## config.mk

```make
export PLATFORM = sky130hd
export DESIGN_NAME = exc_entry_unit
export DESIGN_NICKNAME = d
export VERILOG_FILES = /design/src/rtl/exc_pkg.sv /design/src/rtl/exc_prio_arb.sv /design/src/rtl/exc_status_gen.sv /design/src/rtl/exc_bank_regs.sv /design/src/rtl/exc_entry_unit.sv
export SDC_FILE = /design/constraint.sdc
export NUM_CORES = 1
export LEC_CHECK = 0
export ABC_AREA = 1
export BUFFER_PORTS_ARGS = -buffer_cell sky130_fd_sc_hd__buf_2
export CORE_UTILIZATION = 58
export CTS_CLUSTER_DIAMETER = 40
export CTS_CLUSTER_SIZE = 24
export DETAILED_ROUTE_END_ITERATION = 7
export PLACE_DENSITY = 0.77
export REMOVE_ABC_BUFFERS = 1
export SKIP_LAST_GASP = 1
export SLEW_MARGIN = 10
export SYNTH_ARGS = -nofsm -noshare
export SYNTH_HDL_FRONTEND = slang
export SYNTH_SLANG_ARGS = --single-unit
```

## constraint.sdc

```tcl
create_clock -name clk -period 1.3 [get_ports clk]
set_input_delay 0.13 -clock clk [delete_from_list [all_inputs] [get_ports clk]]
set_output_delay 0.13 -clock clk [all_outputs]
set_load 0.1 [all_outputs]
```

## src/rtl/exc_pkg.sv

```systemverilog
`timescale 1ns/1ps
package exc_pkg;

    localparam int MODE_W     = 5;
    localparam int I_BIT      = 7;
    localparam int F_BIT      = 6;
    localparam int NUM_BANKS  = 5;
    localparam int BANK_IDX_W = 3;

    localparam logic [MODE_W-1:0] MODE_FIQ = 5'b10001;
    localparam logic [MODE_W-1:0] MODE_IRQ = 5'b10010;
    localparam logic [MODE_W-1:0] MODE_SVC = 5'b10011;
    localparam logic [MODE_W-1:0] MODE_ABT = 5'b10111;
    localparam logic [MODE_W-1:0] MODE_UND = 5'b11011;

    localparam logic [7:0] RESET_LOW = {2'b11, 1'b0, MODE_SVC};

    typedef enum logic [2:0] {
        EXC_NONE  = 3'd0,
        EXC_RESET = 3'd1,
        EXC_DABT  = 3'd2,
        EXC_FIQ   = 3'd3,
        EXC_IRQ   = 3'd4,
        EXC_PABT  = 3'd5,
        EXC_SWI   = 3'd6,
        EXC_UND   = 3'd7
    } exc_kind_e;

    function automatic logic [7:0] vec_offset(exc_kind_e k);
        logic [7:0] v;
        case (k)
            EXC_UND:  v = 8'h04;
            EXC_SWI:  v = 8'h08;
            EXC_PABT: v = 8'h0C;
            EXC_DABT: v = 8'h10;
            EXC_IRQ:  v = 8'h18;
            EXC_FIQ:  v = 8'h1C;
            default:  v = 8'h00;
        endcase
        return v;
    endfunction

    function automatic logic [MODE_W-1:0] target_mode(exc_kind_e k);
        logic [MODE_W-1:0] m;
        case (k)
            EXC_FIQ:            m = MODE_FIQ;
            EXC_IRQ:            m = MODE_IRQ;
            EXC_DABT, EXC_PABT: m = MODE_ABT;
            EXC_UND:            m = MODE_UND;
            default:            m = MODE_SVC;
        endcase
        return m;
    endfunction

    function automatic logic [BANK_IDX_W-1:0] bank_of_mode(logic [MODE_W-1:0] m);
        logic [BANK_IDX_W-1:0] b;
        case (m)
            MODE_FIQ: b = 3'd0;
            MODE_IRQ: b = 3'd1;
            MODE_SVC: b = 3'd2;
            MODE_ABT: b = 3'd3;
            MODE_UND: b = 3'd4;
            default:  b = 3'd7;
        endcase
        return b;
    endfunction

endpackage

```

## src/rtl/exc_prio_arb.sv

```systemverilog
`timescale 1ns/1ps
module exc_prio_arb
    import exc_pkg::*;
(
    input  logic      reset_req,
    input  logic      dabt_req,
    input  logic      nfiq,
    input  logic      nirq,
    input  logic      pabt_req,
    input  logic      swi_req,
    input  logic      und_req,
    input  logic      fiq_off,
    input  logic      irq_off,
    output exc_kind_e sel
);
    localparam int NSRC = 7;

    // bit i corresponds to exception code i+1; lower index wins
    logic [NSRC-1:0] pend;

    always_comb begin
        pend = {und_req, swi_req, pabt_req,
                ~nirq & ~irq_off,
                ~nfiq & ~fiq_off,
                dabt_req, reset_req};
    end

    always_comb begin
        sel = EXC_NONE;
        for (int i = NSRC - 1; i >= 0; i--) begin
            if (pend[i]) begin
                sel = exc_kind_e'(3'(i + 1));
            end
        end
    end
endmodule

```

## src/rtl/exc_status_gen.sv

```systemverilog
`timescale 1ns/1ps
module exc_status_gen
    import exc_pkg::*;
#(
    parameter int DATA_W = 32
) (
    input  logic [DATA_W-1:0] cur_status,
    input  exc_kind_e         kind,
    output logic [DATA_W-1:0] next_status
);
    always_comb begin
        next_status = cur_status;
        if (kind == EXC_RESET) begin
            next_status = DATA_W'(RESET_LOW);
        end else if (kind != EXC_NONE) begin
            next_status[MODE_W-1:0] = target_mode(kind);
            next_status[I_BIT]      = 1'b1;
            if (kind == EXC_FIQ) begin
                next_status[F_BIT] = 1'b1;
            end
        end
    end
endmodule

```

## src/rtl/exc_bank_regs.sv

```systemverilog
`timescale 1ns/1ps
module exc_bank_regs #(
    parameter int DATA_W    = 32,
    parameter int NUM_BANKS = 5,
    parameter int IDX_W     = 3
) (
    input  logic              clk,
    input  logic              rst_n,
    input  logic              wr_en,
    input  logic [IDX_W-1:0]  wr_idx,
    input  logic [DATA_W-1:0] wr_saved,
    input  logic [DATA_W-1:0] wr_link,
    input  logic [IDX_W-1:0]  rd_idx,
    output logic [DATA_W-1:0] rd_saved,
    output logic [DATA_W-1:0] rd_link
);
    typedef struct packed {
        logic [DATA_W-1:0] saved;
        logic [DATA_W-1:0] link;
    } bank_t;

    bank_t bank_d [NUM_BANKS];
    bank_t bank_q [NUM_BANKS];

    always_comb begin
        for (int i = 0; i < NUM_BANKS; i++) begin
            bank_d[i] = bank_q[i];
            if (wr_en && (wr_idx == IDX_W'(i))) begin
                bank_d[i].saved = wr_saved;
                bank_d[i].link  = wr_link;
            end
        end
    end

    always_ff @(posedge clk or negedge rst_n) begin
        if (!rst_n) begin
            for (int i = 0; i < NUM_BANKS; i++) begin
                bank_q[i] <= '0;
            end
        end else begin
            for (int i = 0; i < NUM_BANKS; i++) begin
                bank_q[i] <= bank_d[i];
            end
        end
    end

    always_comb begin
        rd_saved = '0;
        rd_link  = '0;
        for (int i = 0; i < NUM_BANKS; i++) begin
            if (rd_idx == IDX_W'(i)) begin
                rd_saved = bank_q[i].saved;
                rd_link  = bank_q[i].link;
            end
        end
    end
endmodule

```

## src/rtl/exc_entry_unit.sv

```systemverilog
`timescale 1ns/1ps
module exc_entry_unit
    import exc_pkg::*;
#(
    parameter int              DATA_W   = 32,
    parameter logic [31:0]     VEC_BASE = 32'h0,
    parameter int              LINK_OFS = 4
) (
    input  logic              clk,
    input  logic              rst_n,
    input  logic              reset_req,
    input  logic              dabt_req,
    input  logic              nfiq,
    input  logic              nirq,
    input  logic              pabt_req,
    input  logic              swi_req,
    input  logic              und_req,
    input  logic [DATA_W-1:0] cur_status,
    input  logic [DATA_W-1:0] cur_pc,
    input  logic [4:0]        rd_mode,
    output logic              redirect,
    output logic [2:0]        exc_kind,
    output logic [DATA_W-1:0] new_status,
    output logic [DATA_W-1:0] vec_addr,
    output logic [DATA_W-1:0] rd_saved,
    output logic [DATA_W-1:0] rd_link
);
    localparam logic [DATA_W-1:0] RST_STATUS = DATA_W'(RESET_LOW);
    localparam logic [DATA_W-1:0] BASE       = DATA_W'(VEC_BASE);

    typedef struct packed {
        logic              redirect;
        exc_kind_e         kind;
        logic [DATA_W-1:0] status;
        logic [DATA_W-1:0] vec;
    } entry_t;

    entry_t            st_d, st_q;
    exc_kind_e         sel;
    logic [DATA_W-1:0] gen_status;
    logic              bank_wr;
    logic [BANK_IDX_W-1:0] bank_wr_idx;

    exc_prio_arb u_arb (
        .reset_req (reset_req),
        .dabt_req  (dabt_req),
        .nfiq      (nfiq),
        .nirq      (nirq),
        .pabt_req  (pabt_req),
        .swi_req   (swi_req),
        .und_req   (und_req),
        .fiq_off   (cur_status[F_BIT]),
        .irq_off   (cur_status[I_BIT]),
        .sel       (sel)
    );

    exc_status_gen #(.DATA_W(DATA_W)) u_stat (
        .cur_status  (cur_status),
        .kind        (sel),
        .next_status (gen_status)
    );

    always_comb begin
        st_d          = st_q;
        st_d.redirect = (sel != EXC_NONE);
        bank_wr       = (sel != EXC_NONE) && (sel != EXC_RESET);
        bank_wr_idx   = bank_of_mode(target_mode(sel));
        if (sel != EXC_NONE) begin
            st_d.kind   = sel;
            st_d.status = gen_status;
            st_d.vec    = BASE + DATA_W'(vec_offset(sel));
        end
    end

    always_ff @(posedge clk or negedge rst_n) begin
        if (!rst_n) begin
            st_q.redirect <= 1'b0;
            st_q.kind     <= EXC_NONE;
            st_q.status   <= RST_STATUS;
            st_q.vec      <= BASE;
        end else begin
            st_q <= st_d;
        end
    end

    exc_bank_regs #(
        .DATA_W    (DATA_W),
        .NUM_BANKS (NUM_BANKS),
        .IDX_W     (BANK_IDX_W)
    ) u_banks (
        .clk      (clk),
        .rst_n    (rst_n),
        .wr_en    (bank_wr),
        .wr_idx   (bank_wr_idx),
        .wr_saved (cur_status),
        .wr_link  (cur_pc + DATA_W'(LINK_OFS)),
        .rd_idx   (bank_of_mode(rd_mode)),
        .rd_saved (rd_saved),
        .rd_link  (rd_link)
    );

    assign redirect   = st_q.redirect;
    assign exc_kind   = st_q.kind;
    assign new_status = st_q.status;
    assign vec_addr   = st_q.vec;
endmodule

```

Yosys cells after proc, flatten, opt, wreduce, memory -nomap -nowiden --
Index checks and enable logic that the tools add are counted.
Word-level totals: bits in registers 364, latch bits 0, memory bits (writable) 0, bits in read-only memories 0, input port bits 78, output and inout port bits 132, word-level logic and storage cells 83, memories 0
Cells by class: add/subtract/negate cells 1, multipliers 0, divide/modulo/power cells 0, $lt $le $gt $ge 0, eq/ne operators 26, shifts and indexed selects 0, multiplexer cells 26, bitwise operators 6, reduce and logical (&&, ||, !) cells 10
Operators by type and width (count):
- $mux W32 | 10
- $eq A5 B5 Y1 const B | 10
- $add A32 B3 Y32 const B | 1
- $pmux W3 S5 | 2
- $pmux W5 S6 | 1
- $mux W24 | 1
- $mux W3 | 7
- $eq A3 B2 Y1 const B | 6
- $eq A3 B3 Y1 const B | 6
- $pmux W4 S4 | 1
- $eq A3 B1 Y1 const B | 3
- $logic_and A1 B1 Y1 | 6
- $logic_not A3 Y1 | 2
- $mux W5 | 1
- $not A1 Y1 | 4
- $mux W1 | 3
- $ne A3 B1 Y1 const B | 1
- $reduce_bool A3 Y1 | 1
- $and A1 B1 Y1 | 2
- $reduce_or A2 Y1 | 1

Longest topological paths before layout --
depth after elaboration 14, gate-level depth with buffers 14, depth with buffers taken out 11

Hierarchy --
A second synthesis with hierarchy kept.
Second synthesis, totals: cells, all modules 2165, area total of the unflattened synthesis 17321.6 sq um
Modules (own cells, without submodules):
- exc_bank_regs | instances 1, cells an instance 1737, area an instance 14154.8 sq um, sequential area each 8007.7 sq um
- exc_entry_unit | instances 1, cells an instance 329, area an instance 2748.9 sq um, sequential area each 982.2 sq um
- exc_status_gen | instances 1, cells an instance 77, area an instance 326.6 sq um, sequential area each 0.0 sq um
- exc_prio_arb | instances 1, cells an instance 22, area an instance 91.3 sq um, sequential area each 0.0 sq um

Worst setup path before layout --
Ideal clock, no wire load.
kind input-to-output, from input rd_mode[3], to output rd_link[12], arrival 1.719 ns, data required time 1.170 ns, path slack -0.549 ns, stages on the path 6, path buffers 1, cell sequence inv_1 > nand4_1 > nor2_1 > clkbuf_1 > nand2_1 > nand3_1
Between the ends: longest elaborated chain between the ends 8
Ends and longest elaborated chain:
- start: declaration | line exc_entry_unit.sv:20 | input logic [4:0] rd_mode,
- $eq A5 B5 Y1 | line exc_pkg.sv:57 | case (m)
- $pmux W3 S5 * | line exc_pkg.sv:57
- $logic_not A3 Y1 | line exc_bank_regs.sv:51 | if (rd_idx == IDX_W'(i)) begin
- $mux W32 (4 in series) | line exc_bank_regs.sv:51
- $mux W32 * | line exc_bank_regs.sv:51
- end: declaration | line exc_entry_unit.sv:26 | output logic [DATA_W-1:0] rd_link
Mark *: on every way between the ends. The rest lies on a longest branch, timed or not.

Worst setup path in the final report --
from register u_banks.bank_q[270] (netlist bit), to output rd_link[14]
Between the ends: longest elaborated chain between the ends 5
Ends and longest elaborated chain:
- start: declaration | line exc_bank_regs.sv:23 | bank_t bank_q [NUM_BANKS];
- start signal: indexed assignment | line exc_bank_regs.sv:42 | bank_q[i] <= bank_d[i];
- $mux W32 (5 in series) | line exc_bank_regs.sv:51
No other way between the ends.

==> run_results.csv <==
group,metric,value,unit
layout,fin_area,24000,µm²
synth,yosysTopAreaCellShare,52.2,%
layout,syn2layout_area_growth,41.3,%
critical_path,cp.depth,5,
route,drc,0,
timing,whs,0.0670,ns
route,drt-pass1-iter-count,7,
clock_tree,clk_pin_slew,0.07,ns
clock_tree,insertion_delay,0.53,ns
die,boundaryPins,210,
clock_tree,cts_inserted_buffers,42,
critical_path,arrival,1.61,ns
layout,fillCellCount,1478,
pwr,p_int,24.3,mW
pwr,p_switching,12.7,mW
route,wl_per_cell,20.2,µm
synth,yosysWarnings,0,
global_route,grt_overflow,0,
die,placementRows,62,
timing,setup_tns,-23.26,ns
global_route,grt_pass1_wl,87600,µm
placement,dp_cells,2736,
timing,period_needed,1.74,ns
clock_tree,cts_tree,"yes",
placement,placed_cell_area,20300,µm²
die,die_h,173,µm
die,die-width,173,µm
route,drt_iter0_drc,2444,
critical_path,path_cells,"inv_2 -> o22ai_2 -> a21oi_2 -> nand3_2 -> buf_12",
synth,synth_top_cell_by_area,"dfrtp_1",
route,totalWireLength,59600,µm
placement,io_buffers,178,
placement,dpl.hpwl,32100,µm
pwr,pwr-share-comb,26.0,%
flow_run,cap_violations,0,
synth,ys_types,33,
synth,synthTopCellsByArea,"dfrtp_1 (52%), nand2_1 (18%), o21ai_0 (4.7%)",
timing,worst_slack,-0.442,ns
pwr,vdd_drop_max,1110,µV
clock_tree,cts_max_level,2,
critical_path,criticalPathCategory,"reg2out",
critical_path,cp-start-kind,"flip-flop",
critical_path,crit_fanout,2,
synth,synth-edff-count,0,
hold_path,min_path_type,"in2async",
critical_path,cp-end-kind,"output port",
synth,syn_inst,2145,
timing,hold_viol,0,
outcome,status,"complete, but fails checks",
critical_path,cp.buffers_inverters,2,
synth,syn_area_per_cell,7.92,µm²
die,core_area,28800,µm²
timing,grt_setup_unrepaired,"true",
synth,synth_most_common_cell,"nand2_1",
timing,finalCritPeriodShare,134,%
pwr,pwr-share-seq,41.4,%
global_route,first_global_vias,17100,
die,start_util,59.0,%
placement,gp_congestion,0.910,
synth,ys_ff_latch,357,
layout,n_antenna_cell,0,
layout,final_core_util,83.4,%
critical_path,critical-path-max-stage-delay,0.41,ns
pwr,p_leak,12.2,nW
route,via_per_inst,6.01,
clock_tree,clk_path_buf_depth,3,
die,dieArea,30000,µm²
critical_path,cp_slowest_cell,"dfrtp_1",
layout,fin_nets,2609,
clock_tree,root_buffer,"clkbuf_16",
pwr,finalPower,37.0,mW
timing,clock_skew,0,ns
critical_path,reg2reg_depth,8,
pwr,p_clk_share,32.6,%
synth,synthesis.area,17000,µm²
layout,layout-drive-gt1-share,29.7,%
synth,ys.flop_type,"dfrtp_1",
critical_path,critical-path-top-delay-family,"flip-flops",
global_route,grt_max_degree,55,
layout,fin_cells,2947,
critical_path,cp.required,1.17,ns
timing,max_freq,0.574,GHz
global_route,antenna_found_initial,0,
placement,dp_slack,-0.366,ns
route,ant_nets,0,
pwr,power.density,1540,nW/µm²
route,route.vias.total,17700,
synth,ys_async_sr_fraction,100,%
synth,yosysSeqAreaShare,52.6,%
timing,report.final.slew_viol_count,0,
timing,setup_viol,68,
clock_tree,clkSinkCount,357,
global_route,track_usage,36.6,%
pwr,netSwitchingFraction,34.3,%
outcome,violations,"negative setup slack",
synth,ys_top_cells_by_count,"nand2_1 (824), dfrtp_1 (354), inv_1 (198)",
## final cells by class
| cell class | instances | area (µm²) | area share (%) |
|---|---|---|---|
| Sequential cell | 357 | 8940 | 37.2 |
| Multi-Input combinational cell | 1464 | 7310 | 30.5 |
| Timing Repair Buffer | 464 | 5100 | 21.3 |
| Clock buffer | 52 | 1130 | 4.71 |
| Inverter | 201 | 757 | 3.15 |
| Tap cell | 384 | 480 | 2.00 |
| Clock inverter | 25 | 279 | 1.16 |
## layout by cell type (no fill, tap or decap), drive strengths merged
cell / n
nor2: 67
inv: 213
nand2: 830
nand4: 51
nand3: 93
clkbuf: 55
clkinv: 3
dfrtp: 354
a21o: 1
buf: 424
bufinv: 3
nand3b: 13
xnor2: 2
a31o: 1
a21oi: 66
conb: 31
ha: 1
o21ai: 236
clkinvlp: 7
dlygate4sd3: 37
xor2: 8
dfstp: 3
o22ai: 64
## per-layer routing
metal / global-route usage, % / up-vias / wire length (µm)
li1: - / 7574 / -
met1: 48.4 / 8378 / 21500
met2: 59.0 / 1415 / 28000
met3: 6.42 / 338 / 6780
met4: 16.8 / 0 / 3310
met5: 0 / - / 0
## power by group through the flow
stage	clock (mW)	combinational (mW)	sequential [mW]
after floorplan	0	4.33	15.4
after global placement	0	7.11	14.9
after detailed placement	0	7.38	15.0
after CTS	12.0	8.64	15.0
after global routing	12.6	10.2	15.5
final	12.0	9.59	15.3
## state kept, by name, summed over array words and instances (netlist names)
register and flops:
u_banks.bank_q 320, vec_addr 3, redirect 1, exc_kind 3, new_status 30
## worst paths after layout
path	slack (ns)	startpoint	to
min in group clk	0.07	cur_pc[20]	u_banks.bank_q[148]
min reg2reg	0.47	u_banks.bank_q[109]	u_banks.bank_q[109]
max reg2reg	0.02	u_banks.bank_q[194]	u_banks.bank_q[194]
max in group asynchronous	0.51	rst_n	u_banks.bank_q[251]
min	0.07	rst_n	u_banks.bank_q[193]
max	-0.44	u_banks.bank_q[270]	rd_link[14]
## kinds of logic (layout without fill, tap and decap cells)
| kind of cell | count (synthesis) | in the layout | synth area share [%] |
|---|---|---|---|
| and+or+nand+nor | 1054 | 1054 | 25.7 |
| AOI/OAI and AO/OA | 368 | 368 | 11.6 |
| DFF | 357 | 357 | 52.6 |
| buffers and inverters | 353 | 742 | 9.50 |
| xor gates and xnor gates | 10 | 10 | 0.516 |
| other | 2 | 31 | 0.0442 |
| adders and majority gates | 1 | 1 | 0.0737 |
## timing repair
item | CTS | global route
resized for setup | 152 | 194
hold buffers | 36 | 2
pin swaps | 70 | 98
cloned | 1 | 3
hold endpoints to repair | 504 | 2
setup buffers | 72 | 41
setup endpoints to repair | 101 | 441
Note: power is estimated with default switching activity, not from simulation.
